`src/rtl/exc_arb_pkg.sv`:
```
package exc_arb_pkg;

    localparam int ADDR_W    = 32;
    localparam int EXC_NMI   = 2;
    localparam int EXC_HARD  = 3;
    localparam int EXC_CTXSW = 14;
    localparam int EXC_EXT0  = 16;
    localparam int N_SYS     = 5;
    localparam int BASE_ALIGN = 7;

    localparam logic [7:0] WA_BASE = 8'd0;
    localparam logic [7:0] WA_CTRL = 8'd1;

    typedef enum logic [1:0] {
        BOOT_SP = 2'd0,
        BOOT_PC = 2'd1,
        ARB_RUN = 2'd2
    } boot_st_e;

    // Exception numbers whose priority is programmable
    function automatic logic is_cfg(input int n);
        return (n == 4) || (n == 5) || (n == 6) || (n == 11) ||
               (n == EXC_CTXSW) || (n == 15) || (n >= EXC_EXT0);
    endfunction

    // Position of a hardware system line within sys_req
    function automatic int sys_index(input int n);
        case (n)
            4:       return 0;
            5:       return 1;
            6:       return 2;
            11:      return 3;
            default: return 4;
        endcase
    endfunction

endpackage

```
`src/rtl/exc_cfg_regs.sv`:
```
module exc_cfg_regs
    import exc_arb_pkg::*;
#(
    parameter int NUM_EXC = 32,
    parameter int PRIO_W  = 3
) (
    input  logic                             clk,
    input  logic                             rst_n,
    input  logic                             wr_en,
    input  logic [7:0]                       wr_addr,
    input  logic [31:0]                      wr_data,
    input  logic                             ctx_ack_clr,
    output logic [NUM_EXC-1:0][PRIO_W-1:0]   prio_d_o,
    output logic [ADDR_W-1:0]                base_d_o,
    output logic                             mask_d_o,
    output logic                             pend_d_o
);

    typedef struct packed {
        logic [NUM_EXC-1:0][PRIO_W-1:0] prio;
        logic [ADDR_W-1:0]              base;
        logic                           mask;
        logic                           pend;
    } regs_t;

    regs_t r_d, r_q;

    always_comb begin
        r_d = r_q;
        if (ctx_ack_clr) begin
            r_d.pend = 1'b0;
        end
        if (wr_en) begin
            if (wr_addr == WA_BASE) begin
                r_d.base = {wr_data[ADDR_W-1:BASE_ALIGN], {BASE_ALIGN{1'b0}}};
            end
            if (wr_addr == WA_CTRL) begin
                if (wr_data[1]) r_d.pend = 1'b0;
                if (wr_data[0]) r_d.pend = 1'b1;
                r_d.mask = wr_data[2];
            end
            for (int n = 0; n < NUM_EXC; n++) begin
                if (is_cfg(n) && (wr_addr == 8'(n))) begin
                    r_d.prio[n] = wr_data[PRIO_W-1:0];
                end
            end
        end
    end

    always_ff @(posedge clk or negedge rst_n) begin
        if (!rst_n) begin
            r_q <= '0;
        end else begin
            r_q <= r_d;
        end
    end

    assign prio_d_o = r_d.prio;
    assign base_d_o = r_d.base;
    assign mask_d_o = r_d.mask;
    assign pend_d_o = r_d.pend;

    assert_base_align_R8: assert property (@(posedge clk) disable iff (!rst_n)
        r_q.base[BASE_ALIGN-1:0] == '0);

    assert_pend_set_R9: assert property (@(posedge clk) disable iff (!rst_n)
        (wr_en && wr_addr == WA_CTRL && wr_data[0]) |=> r_q.pend);

endmodule

```
`src/rtl/exc_boot_seq.sv`:
```
module exc_boot_seq
    import exc_arb_pkg::*;
(
    input  logic     clk,
    input  logic     rst_n,
    input  logic     rst_req,
    input  logic     advance,
    output boot_st_e st_d_o,
    output boot_st_e st_q_o
);

    boot_st_e st_d, st_q;

    always_comb begin
        st_d = st_q;
        if (rst_req) begin
            st_d = BOOT_SP;
        end else if (advance) begin
            case (st_q)
                BOOT_SP: st_d = BOOT_PC;
                BOOT_PC: st_d = ARB_RUN;
                default: st_d = st_q;
            endcase
        end
    end

    always_ff @(posedge clk or negedge rst_n) begin
        if (!rst_n) begin
            st_q <= BOOT_SP;
        end else begin
            st_q <= st_d;
        end
    end

    assign st_d_o = st_d;
    assign st_q_o = st_q;

    assert_boot_order_R5: assert property (@(posedge clk) disable iff (!rst_n)
        (st_q == BOOT_SP && advance && !rst_req) |=> (st_q == BOOT_PC));

    assert_run_hold_R5: assert property (@(posedge clk) disable iff (!rst_n)
        (st_q == ARB_RUN && !rst_req) |=> (st_q == ARB_RUN));

endmodule

```
`src/rtl/exc_select.sv`:
```
module exc_select #(
    parameter int NUM_EXC = 32,
    parameter int PW      = 5,
    parameter int NUM_W   = 5
) (
    input  logic [NUM_EXC-1:0]         req_i,
    input  logic [NUM_EXC-1:0][PW-1:0] prio_i,
    output logic                       found_o,
    output logic [NUM_W-1:0]           num_o,
    output logic [PW-1:0]              prio_o
);

    always_comb begin
        found_o = 1'b0;
        num_o   = '0;
        prio_o  = '0;
        // ascending scan with strict compare: ties keep the lower number
        for (int n = 0; n < NUM_EXC; n++) begin
            if (req_i[n] && (!found_o || ($signed(prio_i[n]) < $signed(prio_o)))) begin
                found_o = 1'b1;
                num_o   = NUM_W'(n);
                prio_o  = prio_i[n];
            end
        end
    end

endmodule

```
`src/rtl/exc_arbiter.sv`:
```
module exc_arbiter
    import exc_arb_pkg::*;
#(
    parameter int N_IRQ  = 16,
    parameter int PRIO_W = 3,
    localparam int NUM_EXC = EXC_EXT0 + N_IRQ,
    localparam int NUM_W   = $clog2(NUM_EXC),
    localparam int PW      = PRIO_W + 2
) (
    input  logic              clk,
    input  logic              rst_n,
    input  logic              rst_req,
    input  logic              nmi_req,
    input  logic              fault_req,
    input  logic [N_SYS-1:0]  sys_req,
    input  logic [N_IRQ-1:0]  irq_req,
    input  logic [PW-1:0]     cur_prio,
    input  logic              exc_ack,
    input  logic              wr_en,
    input  logic [7:0]        wr_addr,
    input  logic [31:0]       wr_data,
    output logic              exc_valid,
    output logic [NUM_W-1:0]  exc_num,
    output logic [PW-1:0]     exc_prio,
    output logic              preempt,
    output logic [ADDR_W-1:0] vec_addr
);

    typedef struct packed {
        logic              valid;
        logic [NUM_W-1:0]  num;
        logic [PW-1:0]     prio;
        logic              preempt;
        logic [ADDR_W-1:0] vec;
    } out_t;

    out_t out_d, out_q;

    logic [NUM_EXC-1:0][PRIO_W-1:0] prio_d;
    logic [ADDR_W-1:0]              base_d;
    logic                           mask_d;
    logic                           pend_d;
    logic                           ctx_ack_clr;
    boot_st_e                       st_d, st_q;

    logic [NUM_EXC-1:0]             req;
    logic [NUM_EXC-1:0][PW-1:0]     eff;
    logic                           win_found;
    logic [NUM_W-1:0]               win_num;
    logic [PW-1:0]                  win_prio;

    assign ctx_ack_clr = exc_ack && out_q.valid && (st_q == ARB_RUN) &&
                         (out_q.num == NUM_W'(EXC_CTXSW));

    exc_cfg_regs #(.NUM_EXC(NUM_EXC), .PRIO_W(PRIO_W)) u_regs (
        .clk         (clk),
        .rst_n       (rst_n),
        .wr_en       (wr_en),
        .wr_addr     (wr_addr),
        .wr_data     (wr_data),
        .ctx_ack_clr (ctx_ack_clr),
        .prio_d_o    (prio_d),
        .base_d_o    (base_d),
        .mask_d_o    (mask_d),
        .pend_d_o    (pend_d)
    );

    exc_boot_seq u_boot (
        .clk     (clk),
        .rst_n   (rst_n),
        .rst_req (rst_req),
        .advance (exc_ack && out_q.valid),
        .st_d_o  (st_d),
        .st_q_o  (st_q)
    );

    // Request and effective priority per exception number
    for (genvar n = 0; n < NUM_EXC; n++) begin : g_src
        if (n == EXC_NMI) begin : g_nmi
            assign req[n] = nmi_req;
            assign eff[n] = PW'(-2);
        end else if (n == EXC_HARD) begin : g_hard
            assign req[n] = fault_req;
            assign eff[n] = PW'(-1);
        end else if (n >= EXC_EXT0) begin : g_ext
            assign req[n] = irq_req[n-EXC_EXT0] & ~mask_d;
            assign eff[n] = {2'b00, prio_d[n]};
        end else if (n == EXC_CTXSW) begin : g_ctx
            assign req[n] = pend_d & ~mask_d;
            assign eff[n] = {2'b00, prio_d[n]};
        end else if (is_cfg(n)) begin : g_sys
            assign req[n] = sys_req[sys_index(n)] & ~mask_d;
            assign eff[n] = {2'b00, prio_d[n]};
        end else begin : g_none
            assign req[n] = 1'b0;
            assign eff[n] = '0;
        end
    end

    exc_select #(.NUM_EXC(NUM_EXC), .PW(PW), .NUM_W(NUM_W)) u_sel (
        .req_i   (req),
        .prio_i  (eff),
        .found_o (win_found),
        .num_o   (win_num),
        .prio_o  (win_prio)
    );

    always_comb begin
        out_d = '0;
        if (st_d != ARB_RUN) begin
            out_d.valid = 1'b1;
            out_d.num   = (st_d == BOOT_PC) ? NUM_W'(1) : '0;
            out_d.prio  = PW'(-3);
        end else begin
            out_d.valid = win_found;
            out_d.num   = win_num;
            out_d.prio  = win_prio;
        end
        out_d.vec     = base_d + ADDR_W'({out_d.num, 2'b00});
        out_d.preempt = out_d.valid && ($signed(out_d.prio) < $signed(cur_prio));
    end

    always_ff @(posedge clk or negedge rst_n) begin
        if (!rst_n) begin
            out_q         <= '0;
            out_q.valid   <= 1'b1;
            out_q.prio    <= PW'(-3);
            out_q.preempt <= 1'b1;
        end else begin
            out_q <= out_d;
        end
    end

    assign exc_valid = out_q.valid;
    assign exc_num   = out_q.num;
    assign exc_prio  = out_q.prio;
    assign preempt   = out_q.preempt;
    assign vec_addr  = out_q.vec;

    assert_preempt_valid_R6: assert property (@(posedge clk) disable iff (!rst_n)
        preempt |-> exc_valid);

    assert_boot_prio_R2: assert property (@(posedge clk) disable iff (!rst_n)
        (st_q != ARB_RUN) |-> (exc_valid && $signed(exc_prio) == -3));

    assert_nmi_wins_R3: assert property (@(posedge clk) disable iff (!rst_n)
        (nmi_req && !rst_req && st_d == ARB_RUN) |=>
            (exc_valid && exc_num == NUM_W'(EXC_NMI) && $signed(exc_prio) == -2));

    assert_fault_prio_R2: assert property (@(posedge clk) disable iff (!rst_n)
        (exc_valid && st_q == ARB_RUN && exc_num == NUM_W'(EXC_HARD)) |->
            ($signed(exc_prio) == -1));

endmodule

```
`config.mk`:
```
export PLATFORM = sky130hd
export DESIGN_NAME = exc_arbiter
export DESIGN_NICKNAME = d
export VERILOG_FILES = /design/src/rtl/exc_arb_pkg.sv /design/src/rtl/exc_cfg_regs.sv /design/src/rtl/exc_boot_seq.sv /design/src/rtl/exc_select.sv /design/src/rtl/exc_arbiter.sv
export SDC_FILE = /design/constraint.sdc
export NUM_CORES = 1
export LEC_CHECK = 0
export BUFFER_PORTS_ARGS = -buffer_cell sky130_fd_sc_hd__buf_2
export CAP_MARGIN = 20
export CORE_MARGIN = 2
export CORE_UTILIZATION = 60
export CTS_BUF_LIST = sky130_fd_sc_hd__clkbuf_4 sky130_fd_sc_hd__clkbuf_8
export DETAILED_ROUTE_END_ITERATION = 8
export PLACE_DENSITY = 0.82
export SLEW_MARGIN = 20
export SYNTH_ARGS = -nofsm -noshare
export SYNTH_HDL_FRONTEND = slang
export SYNTH_SLANG_ARGS = --single-unit
```
`constraint.sdc`:
```
create_clock -name clk -period 101.3 [get_ports clk]
set_input_delay 20.26 -clock clk [delete_from_list [all_inputs] [get_ports clk]]
set_output_delay 20.26 -clock clk [all_outputs]
set_load 0.005 [all_outputs]
```
==> results.md, run 1 <==
- Vias: a little under 9,000
- Syn_area_per_cell: between 9 and 10 µm²
- Fin area: 0.01097 mm²
- Overall power: roughly 0.15 mW
- Skew-Pair Late Insertion Delay: approximately 0.47 ns
- Post_cts resized: 0
- Worst path max stage delay: around 0.73 ns
- GR Util All Layers: between 20% and 30%
- CTS buffer count: 17
- Hold path cells: 2
- Fraction of layout cells with a size suffix above 1: a little over a fifth
- Max clock buf depth: 2
- DR pass1 iterations: 7
- Register area share after synthesis: about 36%
- Setup crit start kind: input port
- Crit-path slowest cell: o31ai_1
- Synth Instances: between 1,000 and 1,500
- Layout net count: 1,280
- Final WL: about 26 mm
- Worst Hold Path EP: u_regs.r_q[103]
- FP Rows: 46
- Pwr dens: around 13 mW/mm²
- RSZ-0062 raised after global routing: false
- Fmax: roughly 0.017 GHz
- Initial antenna violation count: 2
- Number of synthesis warnings: 0
- FF+latch count, synth: roughly 140
- Final Max Tran Viols: 0
- Post-Synthesis Cell Area: about 0.0098 mm²
- Status: complete, no violations
- CTS tree: built
- Via/cell ratio: 6.303
- Prevailing post-synth register cell: dfrtp_1
- Core area: 0.01594 mm²
- Worst setup EP type: register
- Buffers on Ports: 110
- Final TNS setup: 0 ns
- Worst setup margin: just over 40 ns
- FF-to-FF setup slack: 61.54 ns
- Worst hold start: u_regs.r_q[103]
- Worst-path clk slew: 0.10 ns
- WP data required: slightly above 100 ns
- CP max FO: 14
- Worst setup path category: in -> reg
- Worst Skew: roughly 0.018 ns
- Root Driver: clkbuf_8
- HP Class: reg -> reg
- Post-synth EDFFs: 0
- Routability Congestion: 0.9452
- FF-to-FF End: vec_addr[26]
- Placed Cells: about 1,400
- # H-tree levels: 4
- Die X: roughly 130 µm
- Cts hold-fix bufs: 0
- DR iter-0 viols: just over 600
- Fin crit share: ~60%
- Yosys cell types: a little under 100
- Slew HR: 34.17%
- Die H: 132.1 µm
- Vias in the first global route: ~8,600
- Final hold slack: around 0.5 ns
- Filler cells: approximately 1,300
- Area of the multi-input gates: about 0.006 mm²
- Most common cell after layout, fill and taps aside: dfrtp_1
- P_leak: roughly 5.7 nW
- Layout area overhead: 11.38%
- Final Setup Violations: 0
- Worst R2R Start: u_regs.r_q[1]
- Worst Tran Pin Value: a little under 1 ns
- Grt ovf: 0
- Hold Vio Cnt, Final: 0
- Full die area: roughly 0.017 mm²
- Top Ports: 117
- Initial Util: between 60% and 70%
- Arrival time at the worst endpoint: 60.63 ns
- HPWL Detailed: between 15 and 20 mm
- Register Area: about 0.0035 mm²
- Fin util: 68.80%
- FF-to-FF path depth: roughly 170
- Max cap viols: 0
- Wire per inst: 18.74 µm
- Final std cells w/o fill: 1,385
- Minimum clock period: about 60 ns
- Number of setup buffers added after CTS: 0
- Post-route ant nets: 0
- Largest net degree at the start of global routing: between 80 and 90
- Post-DP Area: around 0.011 mm²
- Max VDD drop: 8.635 µV
- DRC: 0
- Setup WS pre-CTS: 41.63 ns
- Post-synth ARST share: 100.0%
- Most frequent cells in the layout: dfrtp_1, buf_2, nand2_1, inv_1, nor2_1
- First-pass GRT wire length: roughly 42 mm
- Num Clock Sinks: ~140
==> logic make-up after synthesis <==
group	Yosys count	share of synthesized area [%]
buf+inv	123	5.019
compound gates	263	20.20
simple gates	353	19.03
fa+ha+maj	53	6.811
mux	96	10.42
other cells	1	0.03808
xor+xnor	29	2.579
flops	141	35.90
==> cells in the mapped netlist, types with 17 or more instances <==
master	count	area share [%]
dfrtp_1	136	35
nand2_1	88	3.4
inv_1	83	3.2
nor2_1	57	2.2
a21oi_1	56	2.8
mux2i_1	53	5.4
ha_1	52	6.6
mux2_2	42	4.8
nor3_1	35	1.8
nand3_1	32	1.6
o21ai_0	30	1.5
xnor2_1	28	2.5
clkbuf_1	23	0.88
a31oi_1	19	1.2
nand4_1	18	1.1
a21o_1	17	1.3
==> routing by layer <==
metal  global-route usage (%)  up-vias  wire, µm
li1                         -     4092         -
met1                    37.29     4164     10610
met2                    51.01      397     12630
met3                    5.267       76      1861
met4                    13.10        0       857
met5                        0        -         0
==> flip-flops by register name, summed over array words and instances (netlist names) <==
name and cells:
u_regs.r_q 98, exc_num 5, exc_prio 4, u_boot.st_q_o 2
vec_addr 30, preempt 1, exc_valid 1
==> worst max-delay path, delay by kind of cell <==
family                     cells  cell delay, ns
AOI/OAI and AO/OA             77           20.97
xor gates and xnor gates       1            0.15
adders and majority gates     23            6.48
buffers and inverters          6            0.42
muxes                          5            1.87
and+or+nand+nor               56           10.38
==> power breakdown <==
| part | internal (mW) | switching [mW] | total, mW | leakage [nW] |
|---|---|---|---|---|
| registers | 0.0591 | 0.000853 | 0.0599 | 1.92 |
| clock network | 0.0192 | 0.0279 | 0.0471 | 0.213 |
| logic | 0.0157 | 0.0251 | 0.0407 | 3.59 |
==> cell type report <==
| cell class | instances | share of cell area, % |
|---|---|---|
| Antenna cell | 2 | 0.04563 |
| Clock buffer | 17 | 2.133 |
| Clock inverter | 15 | 1.745 |
| Inverter | 84 | 2.875 |
| Multi-Input combinational cell | 796 | 53.13 |
| Sequential cell | 141 | 32.23 |
| Tap cell | 216 | 2.464 |
| Timing Repair Buffer | 114 | 5.384 |
==> how the worst max path moves through the flow <==
| stage | startpoint | endpoint | slack, ns | cells past startpoint |
|---|---|---|---|---|
| 6_report | wr_addr[5] | vec_addr[26] | 41.03 | 168 |
| 5_1_grt | wr_addr[5] | vec_addr[26] | 37.83 | 168 |
| 2_1_floorplan | wr_addr[5] | vec_addr[26] | 47.30 | 177 |
| 3_3_place_gp | wr_addr[4] | vec_addr[26] | 42.38 | 169 |
| 4_1_cts | wr_addr[5] | vec_addr[26] | 41.81 | 170 |
| 3_5_place_dp | wr_addr[5] | vec_addr[26] | 41.63 | 168 |
No activity file was read; power rests on OpenSTA's default activity.
==> run 2, diff against run 1 <==
--- a/config.mk
+++ b/config.mk
@@ -8,10 +8,10 @@
 export BUFFER_PORTS_ARGS = -buffer_cell sky130_fd_sc_hd__buf_2
 export CAP_MARGIN = 20
 export CORE_MARGIN = 2
-export CORE_UTILIZATION = 60
+export CORE_UTILIZATION = 55
 export CTS_BUF_LIST = sky130_fd_sc_hd__clkbuf_4 sky130_fd_sc_hd__clkbuf_8
 export DETAILED_ROUTE_END_ITERATION = 8
-export PLACE_DENSITY = 0.82
+export PLACE_DENSITY = 0.79
 export SLEW_MARGIN = 20
 export SYNTH_ARGS = -nofsm -noshare
 export SYNTH_HDL_FRONTEND = slang
==> constraint.sdc (replaced) <==
create_clock -name clk -period 48.7 [get_ports clk]
set_input_delay 9.74 -clock clk [delete_from_list [all_inputs] [get_ports clk]]
set_output_delay 9.74 -clock clk [all_outputs]
set_load 0.005 [all_outputs]
==> run 2 against run 1 <==
Compared with the run above: die area up 8.8%; sequential power up 110%; combinational power up 120%; hold slack worse by 0.0075 ns; first-iteration DRC count down 9.3%; non-clock buffer count up 12; register-to-register slack worse by 49 ns; critical path type unchanged; critical endpoint unchanged.
==> results.md, run 2 (synthesis gave the netlist of run 1 again) <==
- Initial antenna violation count: 2
- Worst path max stage delay: around 0.66 ns
- HPWL Detailed: between 15 and 20 mm
- Fin util: 64.26%
- Worst Skew: roughly 0.019 ns
- Arrival time at the worst endpoint: roughly 47 ns
- Most flops, register: u_regs.r_q
- Post-route ant nets: 0
- Layout net count: 1,292
- CTS tree: built
- Cts hold-fix bufs: 0
- Via/cell ratio: approximately 6.3
- CP delay by family, top: compound AO/OA/AOI/OAI gates
- Slew HR: 27.01%
- Final Setup Violations: 0
- Pwr dens: about 28 mW/mm²
- Core area: between 0.015 and 0.02 mm²
- First-pass GRT wire length: between 40 and 50 mm
- Fraction of layout cells with a size suffix above 1: 23.32%
- Die H: between 100 and 150 µm
- Fin crit share: 94.74%
- P_leak: 5.812 nW
- Minimum clock period: between 40 and 50 ns
- Buffers on Ports: 110
- Root Driver: clkbuf_8
- DR pass1 iterations: 6
- Max cap viols: 0
- DR iter-0 viols: roughly 570
- WP data required: 49.06 ns
- FP Rows: 48
- Most common cell after layout, fill and taps aside: dfrtp_1
- Worst-path clk slew: 0.10 ns
- Max VDD drop: about 16 µV
- DRC: 0
- Final TNS setup: 0 ns
- Final Max Tran Viols: 0
- Worst Tran Pin Value: between 1 and 1.5 ns
- Skew-Pair Late Insertion Delay: about 0.47 ns
- Sum of routed wire segments on met1: between 10 and 15 mm
- FF-to-FF setup slack: around 12 ns
- Number of flip-flops in the largest register: 98
- WL met2: roughly 13 mm
- Routability Congestion: about 1
- Hold Vio Cnt, Final: 0
- Setup crit start kind: input port
- CTS buffer count: 17
- Worst setup EP type: register
- Fmax: about 0.022 GHz
- Most used cell, CP: ha_1
- Top Ports: between 100 and 150
- Wire per inst: approximately 19 µm
- # H-tree levels: 4
- Final WL: ~27 mm
- Highest metal used: met4
- HP Class: reg -> reg
- Vias in the first global route: around 8,700
- Status: complete, no violations
- Max clock buf depth: 2
- GR Util All Layers: roughly 29%
- Metal3 WL: roughly 1.9 mm
- Layout area overhead: 13.66%
- Largest net degree at the start of global routing: just under 90
- Num Clock Sinks: between 100 and 150
- Filler cells: approximately 1,400
- Grt ovf: 0
- Initial Util: a little under three fifths
- Vias: approximately 8,800
- Crit-path slowest cell: or4_4
- WP buf/inv: 10
- Full die area: around 0.019 mm²
- Worst setup path category: in -> reg
- Die X: 137.8 µm
- CP max FO: 14
- Most frequent cells in the layout: dfrtp_1, buf_2, nand2_1, inv_1, nor2_1
## run 2: path summary, 6_finish.rpt
path / start / cells past startpoint / endpoint
max: wr_addr[5] / 182 / vec_addr[26]
max reg2reg: u_regs.r_q[1] / 181 / vec_addr[26]
min: u_regs.r_q[8] / 1 / u_regs.r_q[8]
min reg2reg: u_regs.r_q[8] / 1 / u_regs.r_q[8]
min in group asynchronous: rst_n / 1 / u_regs.r_q[77]
max in group asynchronous: rst_n / 2 / exc_prio[1]
## run 2: cell type report
type,count,area [µm²],share of cell area [%]
well taps,225,281.5,2.515
clock inverters,15,193.9,1.733
diodes,2,5.005,0.04472
repair buffers,126,680.7,6.082
clock buffers,17,234.0,2.091
flip-flops and latches,141,3535,31.58
multi-input cells,796,5947,53.14
inverters,84,315.3,2.817
## run 2: per-layer routing
metal  GRT usage, %  vias to the layer above
met1          36.52                     4283
met2          47.15                      364
met3          5.114                       61
li1               -                     4129
met5              0                        -
met4          13.44                        0
## run 2: timing repair
item                                    CTS  global route
endpoints found under the setup margin    0            30
gates resized for setup                   0            25
setup buffers                             0             5
## run 2: report_power, final
part / switching (mW) / internal (mW) / leakage, nW / total, mW
sequential: 0.00180 / 0.123 / 1.92 / 0.125
combinational: 0.0537 / 0.0342 / 3.68 / 0.0879
clock: 0.0595 / 0.0401 / 0.214 / 0.0996
total: 0.115 / 0.197 / 5.81 / 0.312
## run 2: metrics by stage
stage / hold WS (ns) / instances / instance area, µm² / power [mW] / setup WS, ns
6_report: 0.4934 / 1406 / 11190 / 0.3121 / 2.564
3_5_place_dp: 0.4724 / 1367 / 10600 / 0.2101 / 0.5587
2_1_floorplan: 0.4514 / 1060 / 9851 / 0.1859 / 5.222
4_1_cts: 0.4939 / 1399 / 11030 / 0.3089 / 0.8637
5_1_grt: 0.5163 / 1406 / 11190 / 0.3281 / -0.02536
3_3_place_gp: 0.4650 / 1367 / 10600 / 0.2078 / 1.394
==> run 3, diff against run 2 <==
--- a/config.mk
+++ b/config.mk
@@ -7,11 +7,14 @@
 export LEC_CHECK = 0
 export BUFFER_PORTS_ARGS = -buffer_cell sky130_fd_sc_hd__buf_2
 export CAP_MARGIN = 20
+export CELL_PAD_IN_SITES_DETAIL_PLACEMENT = 1
+export CELL_PAD_IN_SITES_GLOBAL_PLACEMENT = 2
+export CORE_ASPECT_RATIO = 0.75
 export CORE_MARGIN = 2
-export CORE_UTILIZATION = 55
+export CORE_UTILIZATION = 34
 export CTS_BUF_LIST = sky130_fd_sc_hd__clkbuf_4 sky130_fd_sc_hd__clkbuf_8
 export DETAILED_ROUTE_END_ITERATION = 8
-export PLACE_DENSITY = 0.79
+export PLACE_DENSITY_LB_ADDON = 0.1
 export SLEW_MARGIN = 20
 export SYNTH_ARGS = -nofsm -noshare
 export SYNTH_HDL_FRONTEND = slang
==> run 3 against run 2 <==
Compared with the run above: cell count grew 17%; clock power rose by 9%; via count is 1.1% higher; highest routed layer unchanged.
==> results.md, run 3 (synthesis gave the netlist of run 1 again) <==
- Worst-path clk slew: around 0.08 ns
- CP max FO: 14
- P_leak: around 6.2 nW
- Layout net count: 1,378
- HP Class: reg -> reg
- Max cap viols: 0
- Routability Congestion: approximately 0.8
- GR Util All Layers: a little under a quarter
- Most flops, register: u_regs.r_q
- Hold Vio Cnt, Final: 0
- Via/cell ratio: ~5.4
- Filler cells: between 3,000 and 4,000
- Max clock buf depth: 2
- Final Max Tran Viols: 0
- Num Clock Sinks: 141
- Fraction of layout cells with a size suffix above 1: 28.77%
- Initial Util: a little over a third
- DR iter-0 viols: ~500
- Vias in the first global route: 9,026
- Internal power: 0.2213 mW
- Post-route ant nets: 0
- Die X: 200.5 µm
- Max VDD drop: roughly 18 µV
- Final std cells w/o fill: 1,652
- Fin crit share: 94.01%
- Minimum clock period: 45.78 ns
- Most frequent cells in the layout: dfrtp_1, buf_2, buf_4, nand2_1, inv_1
- Pwr dens: roughly 28 mW/mm²
- Full die area: around 0.030 mm²
- Final TNS setup: 0 ns
- Final hold slack: between 0.4 and 0.5 ns
- Setup WS pre-CTS: roughly 1.4 ns
- Worst setup EP type: register
- Largest net degree at the start of global routing: just over 80
- Gate power share: 30.8%
- Worst Skew: ~0.021 ns
- Worst Tran Pin Value: roughly 0.99 ns
- CTS buffer count: 17
- Layout area overhead: 22.69%
- Slew HR: around 33%
- Crit-path slowest cell: or4_4
- Most used cell, CP: ha_1
- Area of the multi-input gates: between 0.005 and 0.006 mm²
- Fmax: roughly 0.022 GHz
- HPWL Detailed: roughly 26 mm
- Switching Fraction: about a third
- Clock power share: 32.3%
- Vias: about 9,000
- Most common cell after layout, fill and taps aside: dfrtp_1
- Buffers on Ports: 110
- Flop pwr share: a little under two fifths
- Grt ovf: 0
- Root Driver: clkbuf_8
- Core area: roughly 0.028 mm²
- P_sw: between 0.1 and 0.15 mW
- Cts hold-fix bufs: 0
- Skew-Pair Late Insertion Delay: 0.48 ns
- Setup crit start kind: input port
- Worst path max stage delay: 0.66 ns
- DRC: 0
- WP data required: 49.05 ns
- FP Rows: 53
- CTS tree: built
- Final Setup Violations: 0
- Wire per inst: 20.41 µm
- Placed Cells: approximately 1,600
- Die H: 151.4 µm
- Worst setup path category: in -> reg
- First-pass GRT wire length: between 50 and 60 mm
- DR pass1 iterations: 5
- Register Area: about 0.0035 mm²
- Initial antenna violation count: 1
- Number of flip-flops in the largest register: approximately 100
- Arrival time at the worst endpoint: ~46 ns
- Top Ports: roughly 120
- # H-tree levels: 4
- Worst setup margin: between 2 and 3 ns
- Final WL: between 30 and 40 mm
- Status: complete, no violations
- Fin util: between 40% and 50%
==> run 3: power groups by stage <==
stage / sequential [mW] / clock, mW / combinational, mW
after floorplan: 0.127 / 0 / 0.0591
after global placement: 0.127 / 0 / 0.0993
after detailed placement: 0.127 / 0 / 0.101
after CTS: 0.125 / 0.113 / 0.102
after global routing: 0.125 / 0.118 / 0.116
final: 0.125 / 0.109 / 0.104
==> run 3: final cells by class <==
cell class                 instances  share of cell area, %
antenna                            2                0.04142
clock inverter                    13                  1.502
inverter                          84                  2.610
tap                              385                  3.987
multi-input combinational        796                  49.37
sequential                       141                  29.26
clock buffer                      19                  2.164
timing repair buffer             212                  11.07
==> run 3: worst paths after layout <==
path | depth (start not counted) | from | slack, ns | endpoint
setup / recovery | 189 | wr_addr[5] | 2.92 | vec_addr[30]
hold / removal | 1 | u_regs.r_q[7] | 0.49 | u_regs.r_q[7]
setup reg to reg | 187 | u_regs.r_q[1] | 12.82 | vec_addr[30]
hold reg to reg | 1 | u_regs.r_q[7] | 0.49 | u_regs.r_q[7]
max in group asynchronous | 2 | rst_n | 38.04 | u_regs.r_q[104]
min in group asynchronous | 1 | rst_n | 9.32 | u_regs.r_q[97]
==> run 3: metrics by stage <==
step | instance area [µm²] | power [mW]
after floorplan | 9851 | 0.1859
after global placement | 11470 | 0.2261
after detailed placement | 11470 | 0.2281
after CTS | 11920 | 0.3392
after global routing | 12080 | 0.3589
final | 12080 | 0.3375
==> run 3: timing repair <==
item,4_1_cts,5_1_grt
setup buffers,0,4
gates resized for setup,0,29
setup endpoints to repair,0,25
==> run 3: critical path, delay by kind of cell <==
kind,cells,cell delay (ns)
XOR/XNOR,1,0.14
AND/OR/NAND/NOR,54,9.59
AO/OA/AOI/OAI,92,16.96
multiplexers,3,1.09
adder cells (fa/ha/maj),23,6.39
buffers and inverters,16,2.15
==> run 3: routing by layer <==
metal,vias up,track usage (%),share of wire [%]
met4,0,4.852,0.97
met1,4476,35.21,54
met3,17,3.163,3.2
li1,4294,-,-
met5,-,0,0
met2,148,32.34,42
